`src/rtl/fdp_pkg.sv`:
```
package fdp_pkg;
   // Outcome of operand classification, in priority order
   typedef enum logic [2:0] {
      K_NAN  = 3'd0,   // all-ones result (NaN in, or invalid operation)
      K_DBZ  = 3'd1,   // nonzero over zero
      K_ZERO = 3'd2,   // signed zero result
      K_INF  = 3'd3,   // signed infinity result
      K_NORM = 3'd4    // ordinary operands, iterative path
   } fix_kind_t;

   localparam logic [7:0] ADJ_LOWQ  = 8'h80;
   localparam logic [7:0] ADJ_HIGHQ = 8'h40;
   localparam logic [7:0] ADJ_NONE  = 8'h00;
endpackage

```
`src/rtl/fdp_classify.sv`:
```
module fdp_classify
   import fdp_pkg::*;
#(
   parameter int EXP_W = 8,
   parameter int MAN_W = 23
) (
   input  logic [EXP_W+MAN_W-1:0] num_mag_i,
   input  logic [EXP_W+MAN_W-1:0] den_mag_i,
   output fix_kind_t              kind_o,
   output logic                   inv_o
);
   logic n_ones, d_ones, n_mnz, d_mnz, n_enz, d_enz;
   logic n_nan, d_nan, n_inf, d_inf, n_zero, d_zero;

   always_comb begin
      n_ones = &num_mag_i[EXP_W+MAN_W-1:MAN_W];
      d_ones = &den_mag_i[EXP_W+MAN_W-1:MAN_W];
      n_enz  = |num_mag_i[EXP_W+MAN_W-1:MAN_W];
      d_enz  = |den_mag_i[EXP_W+MAN_W-1:MAN_W];
      n_mnz  = |num_mag_i[MAN_W-1:0];
      d_mnz  = |den_mag_i[MAN_W-1:0];
      n_nan  = n_ones & n_mnz;
      d_nan  = d_ones & d_mnz;
      n_inf  = n_ones & ~n_mnz;
      d_inf  = d_ones & ~d_mnz;
      n_zero = ~n_enz & ~n_mnz;
      d_zero = ~d_enz & ~d_mnz;

      inv_o = 1'b0;
      if (n_nan || d_nan) begin
         kind_o = K_NAN;
         inv_o  = (n_nan && !num_mag_i[MAN_W-1]) || (d_nan && !den_mag_i[MAN_W-1]);
      end else if ((n_inf && d_inf) || (n_zero && d_zero)) begin
         kind_o = K_NAN;
         inv_o  = 1'b1;
      end else if (d_zero) begin
         kind_o = K_DBZ;
      end else if (d_inf || n_zero) begin
         kind_o = K_ZERO;
      end else if (n_inf) begin
         kind_o = K_INF;
      end else begin
         kind_o = K_NORM;
      end
   end
endmodule

```
`src/rtl/fdp_norm.sv`:
```
module fdp_norm #(
   parameter int EXP_W = 8,
   parameter int MAN_W = 23,
   localparam int EW   = EXP_W + 3
) (
   input  logic [EXP_W+MAN_W-1:0] mag_i,
   output logic [EXP_W-1:0]       raw_exp_o,
   output logic signed [EW-1:0]   eff_exp_o,
   output logic [MAN_W-1:0]       frac_o
);
   logic [EXP_W-1:0] fld;
   logic [MAN_W-1:0] man;
   int               lead;

   assign fld = mag_i[EXP_W+MAN_W-1:MAN_W];
   assign man = mag_i[MAN_W-1:0];

   // Position of the leading one of a subnormal fraction
   always_comb begin
      lead = 0;
      for (int i = 0; i < MAN_W; i++)
         if (man[i]) lead = i;
   end

   always_comb begin
      if (fld != '0) begin
         raw_exp_o = fld;
         eff_exp_o = $signed({3'b000, fld});
         frac_o    = man;
      end else begin
         raw_exp_o = EXP_W'(1);
         eff_exp_o = EW'(lead) - EW'(MAN_W - 1);
         frac_o    = man << (MAN_W - lead);
      end
   end
endmodule

```
`src/rtl/fdp_scale.sv`:
```
module fdp_scale #(
   parameter int EXP_W = 8,
   parameter int MAN_W = 23,
   localparam int EW   = EXP_W + 3
) (
   input  logic                    sign_i,
   input  logic signed [EW-1:0]    eff_exp_i,
   input  logic signed [EW-1:0]    shift_i,
   input  logic [MAN_W-1:0]        frac_i,
   output logic [EXP_W+MAN_W:0]    word_o,
   output logic                    bad_o
);
   localparam logic signed [EW-1:0] TOP_S = EW'((1 << EXP_W) - 1);

   logic signed [EW-1:0] sum;

   always_comb begin
      sum    = eff_exp_i + shift_i;
      bad_o  = (sum <= 0) || (sum >= TOP_S);
      word_o = {sign_i, sum[EXP_W-1:0], frac_i};
   end
endmodule

```
`src/rtl/fdiv_prescale.sv`:
```
module fdiv_prescale
   import fdp_pkg::*;
#(
   parameter int EXP_W    = 8,
   parameter int MAN_W    = 23,
   parameter int BIG_SH   = 64,
   parameter int SMALL_SH = 32
) (
   input  logic                   clk,
   input  logic                   rst_n,
   input  logic                   go_i,
   input  logic [EXP_W+MAN_W:0]   num_i,
   input  logic [EXP_W+MAN_W:0]   den_i,
   output logic                   vld_o,
   output logic [EXP_W+MAN_W:0]   num_o,
   output logic [EXP_W+MAN_W:0]   den_o,
   output logic [EXP_W+MAN_W:0]   seed_o,
   output logic [7:0]             adj_o,
   output logic                   norm_o,
   output logic                   inv_o,
   output logic                   dbz_o
);
   localparam int W      = 1 + EXP_W + MAN_W;
   localparam int EW     = EXP_W + 3;
   localparam int BIAS   = (1 << (EXP_W - 1)) - 1;
   localparam int MAXEXP = (1 << EXP_W) - 2;
   localparam logic signed [EW-1:0] BIAS_S = EW'(BIAS);
   localparam logic signed [EW-1:0] LOQ_S  = EW'(MAN_W);
   localparam logic signed [EW-1:0] HIQ_S  = EW'(MAXEXP - (MAN_W + 1));
   localparam logic [EXP_W-1:0]     NSM    = EXP_W'(MAN_W + 2);
   localparam logic [EXP_W-1:0]     DSM    = EXP_W'(1);
   localparam logic [EXP_W-1:0]     DBG    = EXP_W'(MAXEXP - 2);
   localparam logic signed [EW-1:0] BIG_S  = EW'(BIG_SH);
   localparam logic signed [EW-1:0] SML_S  = EW'(SMALL_SH);
   localparam logic [W-1:0] ONE_W  = {1'b0, 1'b0, {(EXP_W-1){1'b1}}, {MAN_W{1'b0}}};
   localparam logic [W-1:0] ALL1_W = '1;

   // Elaboration-time parameter checks
   if (EXP_W < 5 || EXP_W > 11) begin : g_bad_exp
      $error("EXP_W out of supported range");
   end
   if (MAN_W < 4) begin : g_bad_man
      $error("MAN_W too small");
   end
   if (SMALL_SH <= 0 || BIG_SH <= SMALL_SH || BIG_SH >= BIAS) begin : g_bad_sh
      $error("scale shifts must satisfy 0 < SMALL_SH < BIG_SH < bias");
   end

   fix_kind_t kind;
   logic      inv_n;
   logic      sx;

   fdp_classify #(.EXP_W(EXP_W), .MAN_W(MAN_W)) u_cls (
      .num_mag_i (num_i[W-2:0]),
      .den_mag_i (den_i[W-2:0]),
      .kind_o    (kind),
      .inv_o     (inv_n)
   );

   logic [EXP_W-1:0]     raw  [2];
   logic signed [EW-1:0] eff  [2];
   logic [MAN_W-1:0]     frac [2];
   logic signed [EW-1:0] sh   [2];
   logic [W-1:0]         scl  [2];
   logic                 bad  [2];

   for (genvar g = 0; g < 2; g++) begin : g_op
      logic [W-1:0] op;
      assign op = (g == 0) ? num_i : den_i;

      fdp_norm #(.EXP_W(EXP_W), .MAN_W(MAN_W)) u_norm (
         .mag_i     (op[W-2:0]),
         .raw_exp_o (raw[g]),
         .eff_exp_o (eff[g]),
         .frac_o    (frac[g])
      );

      fdp_scale #(.EXP_W(EXP_W), .MAN_W(MAN_W)) u_scale (
         .sign_i    (op[W-1]),
         .eff_exp_i (eff[g]),
         .shift_i   (sh[g]),
         .frac_i    (frac[g]),
         .word_o    (scl[g]),
         .bad_o     (bad[g])
      );
   end

   // Rescaling window selection
   logic signed [EW-1:0] qexp;
   logic [7:0]           adj_n;

   always_comb begin
      qexp  = $signed({3'b000, raw[0]}) - $signed({3'b000, raw[1]}) + BIAS_S;
      adj_n = ADJ_NONE;
      sh[0] = '0;
      sh[1] = '0;
      if (qexp <= LOQ_S) begin
         adj_n = ADJ_LOWQ;
         sh[0] = BIG_S;
         sh[1] = -BIG_S;
      end else if (qexp > HIQ_S) begin
         adj_n = ADJ_HIGHQ;
         sh[0] = -SML_S;
         sh[1] = SML_S;
      end else if (raw[0] <= NSM) begin
         sh[0] = BIG_S;
         sh[1] = BIG_S;
      end else if (raw[1] <= DSM) begin
         sh[0] = SML_S;
         sh[1] = SML_S;
      end else if (raw[1] > DBG) begin
         sh[0] = -SML_S;
         sh[1] = -SML_S;
      end
   end

   // Result assembly
   logic [W-1:0] num_n, den_n, seed_n;
   logic         norm_n, dbz_n;

   assign sx = num_i[W-1] ^ den_i[W-1];

   always_comb begin
      num_n  = ALL1_W;
      den_n  = ONE_W;
      seed_n = ONE_W;
      norm_n = 1'b0;
      dbz_n  = 1'b0;
      unique case (kind)
         K_NAN: begin
            den_n  = ALL1_W;
            seed_n = ALL1_W;
         end
         K_DBZ: begin
            num_n = {sx, {EXP_W{1'b1}}, {MAN_W{1'b0}}};
            dbz_n = 1'b1;
         end
         K_ZERO: num_n = {sx, {(W-1){1'b0}}};
         K_INF:  num_n = {sx, {EXP_W{1'b1}}, {MAN_W{1'b0}}};
         K_NORM: begin
            num_n  = scl[0];
            den_n  = scl[1];
            seed_n = '0;
            norm_n = 1'b1;
         end
         default: ;
      endcase
   end

   always_ff @(posedge clk or negedge rst_n) begin
      if (!rst_n) begin
         vld_o  <= 1'b0;
         num_o  <= '0;
         den_o  <= '0;
         seed_o <= '0;
         adj_o  <= '0;
         norm_o <= 1'b0;
         inv_o  <= 1'b0;
         dbz_o  <= 1'b0;
      end else begin
         vld_o <= go_i;
         inv_o <= go_i & inv_n;
         dbz_o <= go_i & dbz_n;
         if (go_i) begin
            num_o  <= num_n;
            den_o  <= den_n;
            seed_o <= seed_n;
            adj_o  <= norm_n ? adj_n : ADJ_NONE;
            norm_o <= norm_n;
         end
      end
   end


   vld_follow_chk: assert property (@(posedge clk) disable iff (!rst_n)
      go_i |=> vld_o);

   flag_pulse_chk: assert property (@(posedge clk) disable iff (!rst_n)
      (inv_o || dbz_o) |-> vld_o);

   norm_seed_chk: assert property (@(posedge clk) disable iff (!rst_n)
      (vld_o && norm_o) |-> (seed_o == '0 && !inv_o && !dbz_o));

   adj_shape_chk: assert property (@(posedge clk) disable iff (!rst_n)
      (adj_o != '0) |-> (norm_o && $countones(adj_o) == 1));

   exact_range_chk: assert property (@(posedge clk) disable iff (!rst_n)
      (go_i && kind == K_NORM) |-> (!bad[0] && !bad[1]));

   dbz_shape_chk: assert property (@(posedge clk) disable iff (!rst_n)
      dbz_o |-> (den_o == ONE_W && seed_o == ONE_W && num_o[W-2:0] == {{EXP_W{1'b1}}, {MAN_W{1'b0}}} && !inv_o));

   inv_word_chk: assert property (@(posedge clk) disable iff (!rst_n)
      inv_o |-> (num_o == ALL1_W && den_o == ALL1_W && !norm_o));
endmodule

```
`config.mk`:
```
export PLATFORM = sky130hd
export DESIGN_NAME = fdiv_prescale
export DESIGN_NICKNAME = d
export VERILOG_FILES = /design/src/rtl/fdp_pkg.sv /design/src/rtl/fdp_classify.sv /design/src/rtl/fdp_norm.sv /design/src/rtl/fdp_scale.sv /design/src/rtl/fdiv_prescale.sv
export SDC_FILE = /design/constraint.sdc
export NUM_CORES = 1
export LEC_CHECK = 0
export ABC_AREA = 1
export BUFFER_PORTS_ARGS = -buffer_cell sky130_fd_sc_hd__buf_2
export CAP_MARGIN = 20
export CORE_MARGIN = 5
export CORE_UTILIZATION = 31
export DETAILED_ROUTE_END_ITERATION = 8
export HOLD_SLACK_MARGIN = 0.12
export PLACE_DENSITY = 0.56
export SLEW_MARGIN = 20
export SYNTH_ARGS = -nofsm -noshare
export SYNTH_HDL_FRONTEND = slang
export SYNTH_SLANG_ARGS = --single-unit
```
`constraint.sdc`:
```
create_clock -name clk -period 0.85 [get_ports clk]
set_input_delay 0.0425 -clock clk [delete_from_list [all_inputs] [get_ports clk]]
set_output_delay 0.0425 -clock clk [all_outputs]
set_load 0.05 [all_outputs]
```
==> impl_metrics.tcl <==
set metrics [dict create \
    cts.sink_count 72 \
    grt_max_degree 44 \
    place_congestion 0.953 \
    yosys.area.top_type "dfrtp_1" \
    cp-start-kind "input pin" \
    synth-main-ff-cell "dfrtp_1" \
    maxCapViolations 0 \
    rr_worst_depth 4 \
    ys_ff_latch 72 \
    fin_cells 2100 \
    syn_area_um2 7870 \
    drt_pass1_iterations 7 \
    drc 0 \
    async_flop_share 1.00 \
    p_seq_frac 0.231 \
    min_to "num_o[3]$_DFFE_PN0P_" \
    h-tree-depth 3 \
    ir_worst_vdd_mv 1.10 \
    num_antenna_cells 0 \
    pin_count 175 \
    drt-total-wl_mm 38.7 \
    fin_ws_ps -2910 \
    final_common_cell "buf_4" \
    area_delta_synth_final_pct 101 \
    crit_type "input pin to flop" \
    yosys.area.top_type_share 0.229 \
    worst_path_largest_cell_delay_ps 370 \
    die_x_um 169 \
    arrival_ps 4000 \
    fp.dieArea_um2 28700 \
    first_iter_violations 892 \
    grt_pass1_wl_mm 56.6 \
    ant_nets 0 \
    hp-class "input pin to flop" \
    timing.rr.end "seed_o[30]$_DFFE_PN0P_" \
    avgSynthCellArea_um2 5.91 \
    nets 1852 \
    p_total_mw 18.2 \
    worst-path-max-fanout 3 \
    layout_common_cells "buf_4 (284), nand2_1 (266), nand3_2 (125), buf_6 (125), inv_1 (109)" \
    clock.fmax_mhz 266 \
    clk_latency_ps 340 \
    post-place-ws_ps -3360 \
    port-buffer-count 168 \
    reg2reg_from "seed_o[30]$_DFFE_PN0P_" \
    cp-end-kind "flop" \
    p_sw_frac 0.437 \
    via_per_inst 5.27 \
    ys_seq_area_frac 0.229 \
    rrSetupSlack_ps -240 \
    cts_hold_buffers 8 \
    dpl-instance-area_um2 10900 \
    path_clk_slew_ps 70 \
    p_leak_nw 7.73 \
    setup-tns-final_ps -125220 \
    synth_edf_count 0 \
    clock_power_share 0.223 \
    p_per_area_nw_per_um2 1150 \
    final_core_util 0.629 \
    num_vias 11100 \
    ys_top_cells_by_area "dfrtp_1 (23%), nand2_1 (19%), nand3_1 (15%)" \
    tightest_slew_ps 516 \
    root_buffer "clkbuf_16" \
    status "finished, violations left" \
    synthCells 1332 \
    holdPathStages 4 \
    wl_per_cell_um 18.4 \
    hp-start "num_i[3]" \
    grt.overflow.total 0 \
    ys_types 50 \
    hold_viol_final 0 \
    rows 58 \
    fin_area_um2 15800 \
    grt_pass1_vias 10600 \
    antenna_found_initial 0 \
    grt_setup_unrepaired "yes" \
    yosysWarnings 0 \
    place_inst 1984 \
    pwr-share-comb 0.546 \
    setup_violations 173 \
    intPower_mw 10.3 \
    maxSlewHeadroom 0.655 \
    start_util 0.313 \
    grt_util_all_layers 0.243 \
    p_sw_mw 7.96 \
    cp.required_ps 1080 \
    dp_hpwl_mm 26.6 \
    cts_buffers 9 \
    slew_violations 0 \
    critPathSlowestCell "fa_2" \
    clockBufferDepth 2 \
    fin_crit_ps 3760 \
    violations "negative setup slack" \
    hold_slack_ps 82.1 \
    drive_above_1_share 0.572 \
    design.core.area_um2 25100 \
    period_share 4.43 \
    die_h_um 169 \
    cts_tree "done" \
    skew_ps 0 \
]
-- routing by layer --
layer / share of wire / wire (um) / global-route usage
met1: 0.41 / 15900 / 0.328
met2: 0.48 / 18500 / 0.400
met3: 0.065 / 2510 / 0.0252
met4: 0.046 / 1790 / 0.0991
met5: 0 / 0 / 0
-- power groups by stage --
| stage | Combinational (mW) | Sequential, mW | Clock (mW) |
|---|---|---|---|
| detailed placement | 7.10 | 4.16 | 0 |
| global placement | 7.05 | 4.16 | 0 |
| global route | 10.6 | 4.25 | 4.25 |
| CTS | 8.63 | 4.20 | 4.12 |
| floorplan | 3.10 | 5.52 | 0 |
| finish | 9.94 | 4.22 | 4.06 |
-- area by class of cell --
| class | instances | area, um2 |
|---|---|---|
| inverters | 141 | 576 |
| repair buffers | 526 | 5120 |
| clock buffers | 9 | 225 |
| well taps | 330 | 413 |
| multi-input cells | 1015 | 7570 |
| clock inverters | 7 | 86.3 |
| flip-flops and latches | 72 | 1810 |
| fillers | 2142 | 9310 |
-- cells by family (layout without fill, tap and decap cells) --
kind of cell	Yosys count	in the layout	share of synthesized area
and+or+nand+nor	779	779	0.428
buffers and inverters	250	683	0.142
AOI/OAI and AO/OA	193	193	0.144
DFF	72	72	0.229
adders and majority gates	20	20	0.0337
xor gates and xnor gates	17	17	0.0227
other	1	6	0.000477
-- worst max path at each step --
stage | from | endpoint | slack, ps
3_5_place_dp | den_i[28] | num_o[30]$_DFFE_PN0P_ | -3360
4_1_cts | den_i[29] | den_o[30]$_DFFE_PN0P_ | -2890
3_3_place_gp | den_i[28] | num_o[30]$_DFFE_PN0P_ | -3180
2_1_floorplan | den_i[28] | num_o[30]$_DFFE_PN0P_ | -2900
5_1_grt | den_i[28] | num_o[30]$_DFFE_PN0P_ | -3170
6_report | den_i[28] | num_o[30]$_DFFE_PN0P_ | -2910
-- state kept, by name, indices dropped and copies added (netlist names) --
| signal | count |
|---|---|
| den_o | 32 |
| norm_o | 1 |
| adj_o | 2 |
| seed_o | 2 |
| num_o | 32 |
| dbz_o | 1 |
| inv_o | 1 |
| vld_o | 1 |
-- worst max-delay path, delay by kind of cell --
kind | cells | cell delay, ps
adders and majority gates | 3 | 660
xor gates and xnor gates | 3 | 530
and+or+nand+nor | 14 | 1900
AOI/OAI and AO/OA | 4 | 520
buffers and inverters | 5 | 310
-- synthesized netlist by cell type (3+ instances only) --
master,number
nand3b_1,7
xnor2_1,5
nor3_1,9
clkbuf_1,50
buf_1,5
dfrtp_1,72
xor2_1,8
nor2_2,4
a21oi_2,4
buf_2,11
a211oi_1,5
o211ai_1,29
buf_4,41
o21ai_0,55
nor4_1,6
nor2_1,103
ha_1,18
o21ai_1,8
inv_2,6
a21oi_1,73
o21ai_2,3
nor2_4,3
a31oi_1,5
inv_1,134
nand4_1,11
nand3_1,233
nand2_1,395
-- repair_timing --
action / in CTS / in global routing
endpoints found under the setup margin: 173 / 173
gates cloned: 4 / 4
setup buffers: 69 / 31
pin swaps: 95 / 194
resized for setup: 546 / 382
endpoints found under the hold margin: 88 / 4
Note: power is estimated with default switching activity, not from simulation.
